[config.mk]
export PLATFORM = sky130hd
export DESIGN_NAME = fra_addr_gen
export DESIGN_NICKNAME = d
export VERILOG_FILES = /design/src/rtl/fra_pkg.sv /design/src/rtl/fra_index_decode.sv /design/src/rtl/fra_addr_add.sv /design/src/rtl/fra_addr_gen.sv
export SDC_FILE = /design/constraint.sdc
export NUM_CORES = 1
export LEC_CHECK = 0
export ABC_CLOCK_PERIOD_IN_PS = 1690
export BUFFER_PORTS_ARGS = -buffer_cell sky130_fd_sc_hd__buf_2
export CAP_MARGIN = 20
export CORE_MARGIN = 4
export CORE_UTILIZATION = 53
export DETAILED_ROUTE_END_ITERATION = 7
export GPL_TIMING_DRIVEN = 0
export HOLD_SLACK_MARGIN = 0.15
export PLACE_DENSITY = 0.83
export SETUP_SLACK_MARGIN = 0.2
export SLEW_MARGIN = 10
export SYNTH_ARGS = -nofsm -noshare
export SYNTH_HDL_FRONTEND = slang
export SYNTH_SLANG_ARGS = --single-unit
export TNS_END_PERCENT = 30
[constraint.sdc]
create_clock -name clk -period 1.69 [get_ports clk]
set_input_delay 0.0845 -clock clk [delete_from_list [all_inputs] [get_ports clk]]
set_output_delay 0.0845 -clock clk [all_outputs]
set_load 0.01 [all_outputs]
[src/rtl/fra_pkg.sv]
package fra_pkg;

    // Storage size codes carried on size_code
    typedef enum logic [1:0] {
        SZ_BYTE = 2'b00,
        SZ_PAIR = 2'b01,
        SZ_INT  = 2'b10,
        SZ_RSVD = 2'b11
    } fra_size_e;

    // log2 of the byte count for a legal size code
    function automatic logic [1:0] size_shift(input fra_size_e sz);
        logic [1:0] sh;
        case (sz)
            SZ_BYTE: sh = 2'd0;
            SZ_PAIR: sh = 2'd1;
            SZ_INT:  sh = 2'd2;
            default: sh = 2'd0;
        endcase
        return sh;
    endfunction

endpackage

[src/rtl/fra_index_decode.sv]
module fra_index_decode
    import fra_pkg::*;
#(
    parameter int OPND_W = 8,
    parameter int IDX_W  = 11
) (
    input  logic [OPND_W-1:0]        opnd,
    input  logic [1:0]               size_code,
    output logic signed [IDX_W-1:0]  index,
    output logic                     bad_size
);

    localparam int EXT_W = IDX_W - OPND_W;

    fra_size_e          sz;
    logic               is_neg;
    logic [IDX_W-1:0]   neg_val;
    logic [IDX_W-1:0]   pos_val;

    always_comb begin
        sz       = fra_size_e'(size_code);
        // the top two operand bits both set mark the negative window
        is_neg   = &opnd[OPND_W-1 -: 2];
        neg_val  = {{EXT_W{opnd[OPND_W-1]}}, opnd};
        pos_val  = {{EXT_W{1'b0}}, opnd} << size_shift(sz);
        bad_size = (sz == SZ_RSVD);
        if (bad_size) begin
            index = '0;
        end else if (is_neg) begin
            index = neg_val;
        end else begin
            index = pos_val;
        end
    end

endmodule

[src/rtl/fra_addr_add.sv]
module fra_addr_add #(
    parameter int FP_W  = 32,
    parameter int IDX_W = 11
) (
    input  logic [FP_W-1:0]          frame_ptr,
    input  logic signed [IDX_W-1:0]  index,
    output logic [FP_W-1:0]          addr
);

    localparam int EXT_W = FP_W - IDX_W;

    logic [FP_W-1:0] offs;

    always_comb begin
        offs = {{EXT_W{index[IDX_W-1]}}, index};
        addr = frame_ptr + offs;
    end

endmodule

[src/rtl/fra_addr_gen.sv]
module fra_addr_gen #(
    parameter int  OPND_W     = 8,
    parameter int  IDX_W      = 11,
    parameter int  FP_W       = 32,
    parameter bit  REGISTERED = 1'b1
) (
    input  logic                     clk,
    input  logic                     rst_n,
    input  logic                     in_valid,
    input  logic [OPND_W-1:0]        opnd,
    input  logic [1:0]               size_code,
    input  logic [FP_W-1:0]          frame_ptr,
    output logic                     out_valid,
    output logic signed [IDX_W-1:0]  out_index,
    output logic [FP_W-1:0]          out_addr,
    output logic                     out_bad_size
);

    localparam int EXT_W = FP_W - IDX_W;

    typedef struct packed {
        logic                    valid;
        logic                    bad;
        logic signed [IDX_W-1:0] idx;
        logic [FP_W-1:0]         addr;
    } res_t;

    logic signed [IDX_W-1:0] idx_c;
    logic                    bad_c;
    logic [FP_W-1:0]         addr_c;

    fra_index_decode #(
        .OPND_W (OPND_W),
        .IDX_W  (IDX_W)
    ) u_dec (
        .opnd      (opnd),
        .size_code (size_code),
        .index     (idx_c),
        .bad_size  (bad_c)
    );

    fra_addr_add #(
        .FP_W  (FP_W),
        .IDX_W (IDX_W)
    ) u_add (
        .frame_ptr (frame_ptr),
        .index     (idx_c),
        .addr      (addr_c)
    );


    idx_range_chk: assert property (@(posedge clk) disable iff (!rst_n)
        (idx_c >= -64) && (idx_c <= 764));


    rsvd_zero_idx_chk: assert property (@(posedge clk) disable iff (!rst_n)
        bad_c |-> (idx_c == '0) && (addr_c == frame_ptr));


    neg_window_chk: assert property (@(posedge clk) disable iff (!rst_n)
        (!bad_c && (&opnd[OPND_W-1 -: 2])) |-> (idx_c < 0));


    addr_offset_chk: assert property (@(posedge clk) disable iff (!rst_n)
        (addr_c - frame_ptr) == {{EXT_W{idx_c[IDX_W-1]}}, idx_c});

    generate
        if (REGISTERED) begin : g_reg
            res_t res_d, res_q;

            always_comb begin
                res_d       = res_q;
                res_d.valid = in_valid;
                if (in_valid) begin
                    res_d.bad  = bad_c;
                    res_d.idx  = idx_c;
                    res_d.addr = addr_c;
                end
            end

            always_ff @(posedge clk or negedge rst_n) begin
                if (!rst_n) begin
                    res_q <= '0;
                end else begin
                    res_q <= res_d;
                end
            end

            assign out_valid    = res_q.valid;
            assign out_bad_size = res_q.bad;
            assign out_index    = res_q.idx;
            assign out_addr     = res_q.addr;


            valid_lat_chk: assert property (@(posedge clk) disable iff (!rst_n)
                in_valid |=> out_valid);


            idle_lat_chk: assert property (@(posedge clk) disable iff (!rst_n)
                !in_valid |=> !out_valid);


            hold_chk: assert property (@(posedge clk) disable iff (!rst_n)
                !in_valid |=> $stable(out_index) && $stable(out_addr)
                              && $stable(out_bad_size));
        end else begin : g_comb
            assign out_valid    = rst_n & in_valid;
            assign out_bad_size = rst_n & bad_c;
            assign out_index    = rst_n ? idx_c : '0;
            assign out_addr     = rst_n ? addr_c : '0;
        end
    endgenerate

endmodule

; ---- After elaboration in Yosys (flattened, before gate mapping)
; Cells that the tools add are included.
[totals]
memories = 0
ff_bits = 45
latchBits = 0
wordCells = 13
romBits = 0
mem_bits_rw = 0
out_inout_bits = 45
[op_classes]
reduce_logical = 1
eq_ne = 3
shifts = 1
div = 0
n_addsub = 1
n_bitwise = 0
muxes = 3
n_mul = 0
magnitude_cmp = 0
[op_table]
columns = cell, count
row1 = adder 32 bit, 1
row2 = 2-to-1 mux 11 bit, 2
row3 = left shift 8 x 2 -> 11 bit, 1
row4 = "== test 2 bit, second input constant", 2
row5 = one-hot mux 2 bit (2 select lines), 1
row6 = "== test 2 x 1 -> 1 bit, second input constant", 1
row7 = AND reduction 2 bit, 1

; ---- Longest topological paths before layout
[depth]
word_depth = 6
ltp_mapped = 14

; ---- By module
; A second synthesis with hierarchy kept.
[unflattened]
cells_unflattened = 375
area_unflattened_um2 = 3908.7
[by_module_without_submodules]
columns = mod, cells_per_inst, instances, seq_area_each_um2, area_each_um2
row1 = fra_addr_gen, 94, 1, 1126.1, 1863.0
row2 = fra_addr_add, 241, 1, 0.0, 1744.2
row3 = fra_index_decode, 40, 1, 0.0, 301.5

; ---- Worst setup path after synthesis
; OpenSTA, ideal clock, no wires.
[synth_timing]
kind = input-to-reg
start = in size_code[0]
end = reg g_reg.res_q, in the netlist out_addr[24]
setup_ns = 0.125
required_time_ns = 1.565
arrival_time_ns = 3.273
setup_slack_ns = -1.708
stages = 11
n_path_buf = 1
cell_sequence = clkbuf_1 -> a21oi_1 -> ha_1 -> a21oi_1 -> o21ai_0 -> a221o_1 -> a21o_1 -> a21oi_1 -> o21ai_0 -> xor2_1 -> mux2_2
[synth_between]
elab_chain_cells = 6
elab_cells_between_ends = 8
cone_classes = 1 x add/sub / 3 x eq/ne / 1 x shift / 3 x mux
[synth_lines]
columns = item, line_no
row1 = start: declaration, fra_addr_gen.sv:11  ; input logic [1:0] size_code,
row2 = == test 2 bit / == test 2 x 1 -> 1 bit (equally long branches), fra_pkg.sv:14  ; case (sz)
row3 = one-hot mux 2 bit (2 select lines), fra_pkg.sv:14
row4 = left shift 8 x 2 -> 11 bit, fra_index_decode.sv:25  ; pos_val = {{EXT_W{1'b0}}, opnd} << size_shift(sz);
row5 = 2-to-1 mux 11 bit, fra_index_decode.sv:29  ; end else if (is_neg) begin
row6 = 2-to-1 mux 11 bit *, fra_index_decode.sv:27  ; if (bad_size) begin
row7 = via idx_c[10], fra_addr_gen.sv:28  ; logic signed [IDX_W-1:0] idx_c;
row8 = adder 32 bit *, fra_addr_add.sv:16  ; addr = frame_ptr + offs;
row9 = end signal: assignment, fra_addr_gen.sv:85  ; res_q <= res_d;
row10 = end: declaration, fra_addr_gen.sv:69  ; res_t res_d, res_q;
; The timed path passes the listed nets; every way through them passes the cells marked *.
; A chain may end at the register's enable or synchronous reset.

; ---- Final worst setup path
[layout_timing]
start = in opnd[7]
end = reg g_reg.res_q, in the netlist out_addr[27]
[layout_between]
elab_chain_cells = 4
elab_cells_between_ends = 5
cone_classes = 1 x add/sub / 1 x shift / 2 x mux / 1 x reduce/logical
[layout_lines]
columns = item, line_no
row1 = start: declaration, fra_addr_gen.sv:10  ; input logic [OPND_W-1:0] opnd,
row2 = left shift 8 x 2 -> 11 bit / AND reduction 2 bit (equally long branches), "fra_index_decode.sv:25, fra_index_decode.sv:23"
row3 = 2-to-1 mux 11 bit *, fra_index_decode.sv:29
row4 = 2-to-1 mux 11 bit *, fra_index_decode.sv:27
row5 = via idx_c[5], fra_addr_gen.sv:28
row6 = adder 32 bit *, fra_addr_add.sv:16
; Marked as above.

==> results.yml <==
run_status:
  status: "finished with violations"
  violations: "setup timing"
timing:
  slew_headroom: 0.533
  fin_crit_ns: 2.67
  rsz0062_at_grt: "true"
  clock.fmax_ghz: 0.375
  fin_hold_ws_ns: 0.159
  worst_slack_ns: -0.980
  timing.final.hold_violations: 0
  fin_skew_ns: 0
  slew_violations: 0
  setup_viol: 28
  fin_crit_sh: 1.58
  setup_tns_ns: -20.36
  worst_pin_slew_ns: 0.701
floorplanning:
  ioPinCount: 90
  initial_core_util: 0.554
  dieArea_um2: 8130
  die_width_um: 90.2
  core-area_um2: 6460
  die_h_um: 90.2
  num_rows: 29
placement:
  io_buffers: 89
  place_inst: 547
  gp_congestion: 0.887
  post-place-ws_ns: -1.66
  placed_area_um2: 4380
  dp_hpwl_um: 7160
finish:
  layout.cells.non_filler: 595
  final_core_util: 0.807
  final_layout_size_suffix_gt1_frac: 0.487
  fin_nets: 593
  syn_to_final_growth_pct: 45.7
  multi_input_area_um2: 2870
  final-seq-area_um2: 1130
  fill_cells: 370
  layout_common_cells: "buf_2, dfrtp_1, nand2_1, buf_4"
  fin_area_um2: 5220
  final_common_cell: "buf_2"
yosys:
  netlist_instances: 381
  async_flop_share: 1.00
  synth-seq-area-share: 0.315
  synth_edf_count: 0
  synth_area_um2: 3580
  ys_warn_count: 0
  synth-main-ff-cell: "dfrtp_1"
  synth-seq-cells: 45
  yosysUniqueCellTypes: 54
  synth_area_per_cell_um2: 9.39
  syn_nets: 458
global_route:
  grt_max_degree: 46
  grt_most_used_layer: "met2"
  grt_pass1_vias: 3722
  groute.usage.overall: 0.265
  gr-total-overflow: 0
  use_met1: 0.322
  grt_pass1_wl_um: 17800
  antenna_found_initial: 1
  grt_use_met2: 0.474
  met3_usage: 0.0551
critical_path:
  path_class: "input port to register"
  crit_chain: "buf_12 > and2_4 > nor2_4 > o22ai_1 > a21oi_1 > ha_4 > o21a_1 > nor2_2 > a2111oi_4 > or2_4 > a311oi_4 > o31ai_2 > xor2_1 > mux2_4"
  worstPathRequired_ns: 1.90
  critical-path-max-stage-delay_ns: 0.31
  start_kind: "input port"
  crit_path_top_delay_cell: "a21oi_1"
  path_max_fanout: 6
  setup.worst_path.end_class: "register"
  crit_arrival_ns: 2.88
  r2r_end: "out_addr[22]$_DFFE_PN0P_"
  r2r_start: "out_addr[22]$_DFFE_PN0P_"
  ff2ff_path_depth: 2
  r2r_slack_ns: 0.84
clock_network:
  insertion_delay_ns: 0.31
  clockBufferDepth: 2
  cts_tree: "yes"
  cts-buffers-inserted: 5
  clkTransAtPathRegs_ns: 0.09
  numClockSinks: 45
  htree_levels: 2
  clock-root-buffer: "clkbuf_8"
detailed_routing:
  first_iter_violations: 253
  wl_um: 12500
  drc_errors: 0
  ant_nets: 0
  routedWlPerCell_um: 21.1
  drt_first_pass_iters: 5
  via_per_inst: 6.33
  via_count: 3764
power:
  irDropWorstVdd_uv: 564
  p_total_mw: 4.19
  leakage_nw: 2.48
  powerDensity_nw_per_um2: 803
flow_run:
  maxCapViolations: 0
hold_path:
  hold_class: "input port to asynchronous set/reset pin"
## critical path, delay by kind of cell
family                     cells  cell delay, ns
AOI/OAI and AO/OA              6            1.12
muxes                          1            0.26
buffers and inverters          1            0.12
xor gates and xnor gates       1            0.17
and+or+nand+nor                4            0.82
adders and majority gates      1            0.30
## synth_stat cells, types with 3 or more instances
| cell | n | area (um^2) |
|---|---|---|
| dfrtp_1 | 45 | 1130 |
| a21oi_1 | 40 | 200 |
| mux2_2 | 36 | 405 |
| nand2_1 | 34 | 128 |
| ha_1 | 31 | 388 |
| nor2_1 | 28 | 105 |
| o21ai_0 | 24 | 120 |
| a21o_1 | 16 | 120 |
| xnor2_1 | 14 | 123 |
| xor2_1 | 14 | 123 |
| clkbuf_1 | 11 | 41.3 |
| inv_1 | 7 | 26.3 |
| o21bai_1 | 7 | 52.6 |
| nor2b_1 | 5 | 31.3 |
| nor3_1 | 4 | 20.0 |
| o22ai_1 | 4 | 25.0 |
| a31o_2 | 3 | 26.3 |
| nand2b_1 | 3 | 18.8 |
| nand3_1 | 3 | 15.0 |
| nand4_1 | 3 | 18.8 |
| o211ai_1 | 3 | 22.5 |
| o21a_1 | 3 | 22.5 |
| o31ai_1 | 3 | 22.5 |
## sequential cells by signal, indices dropped and copies added, names as in the netlist
signal        count
out_addr         32
out_index        11
out_bad_size      1
out_valid         1
## per-layer routing
layer | wire length, um | vias up
met5 | 0 | -
met4 | 535 | 0
met3 | 910 | 57
met2 | 6330 | 229
met1 | 4770 | 1812
li1 | - | 1666
## cells by family (layout without fill, tap and decap cells)
family / Yosys count / after routing / share of synthesized area
AOI/OAI and AO/OA: 123 / 124 / 0.231
and+or+nand+nor: 93 / 93 / 0.121
DFF: 45 / 45 / 0.315
muxes: 38 / 38 / 0.119
adders and majority gates: 33 / 33 / 0.117
xor gates and xnor gates: 28 / 28 / 0.0685
buffers and inverters: 21 / 156 / 0.0290
other: 0 / 1 / 0
## power breakdown
| group | total [mW] | switching, mW | internal (mW) | leakage [nW] |
|---|---|---|---|---|
| combinational | 1.99 | 1.02 | 0.974 | 1.90 |
| sequential | 1.44 | 0.133 | 1.30 | 0.534 |
| clock | 0.763 | 0.423 | 0.340 | 0.0518 |
## area by class of cell
class / instances / share of cell area
Antenna cell: 1 / 0.000480
Buffer: 14 / 0.0269
Clock buffer: 6 / 0.0158
Clock inverter: 2 / 0.00336
Inverter: 7 / 0.00504
Multi-Input combinational cell: 316 / 0.550
Sequential cell: 45 / 0.216
Tap cell: 77 / 0.0185
Timing Repair Buffer: 127 / 0.164
## worst max-delay path by stage
stage	slack, ns	endpoint	startpoint
floorplan	-1.04	out_addr[27]$_DFFE_PN0P_	opnd[7]
global placement	-1.60	out_addr[29]$_DFFE_PN0P_	size_code[1]
detailed placement	-1.66	out_addr[29]$_DFFE_PN0P_	size_code[1]
CTS	-0.80	out_addr[27]$_DFFE_PN0P_	opnd[6]
global route	-1.07	out_addr[27]$_DFFE_PN0P_	opnd[7]
finish	-0.98	out_addr[27]$_DFFE_PN0P_	opnd[7]
## what timing repair did
item / 4_1_cts / 5_1_grt
buffers inserted: 23 / 9
gates cloned: 3 / 0
pin swaps: 33 / 15
hold buffers: 3 / 0
gates resized for setup: 54 / 27
endpoints found under the setup margin: 31 / 30
hold endpoints to repair: 47 / 0
Power figures use the tool's default switching activity.
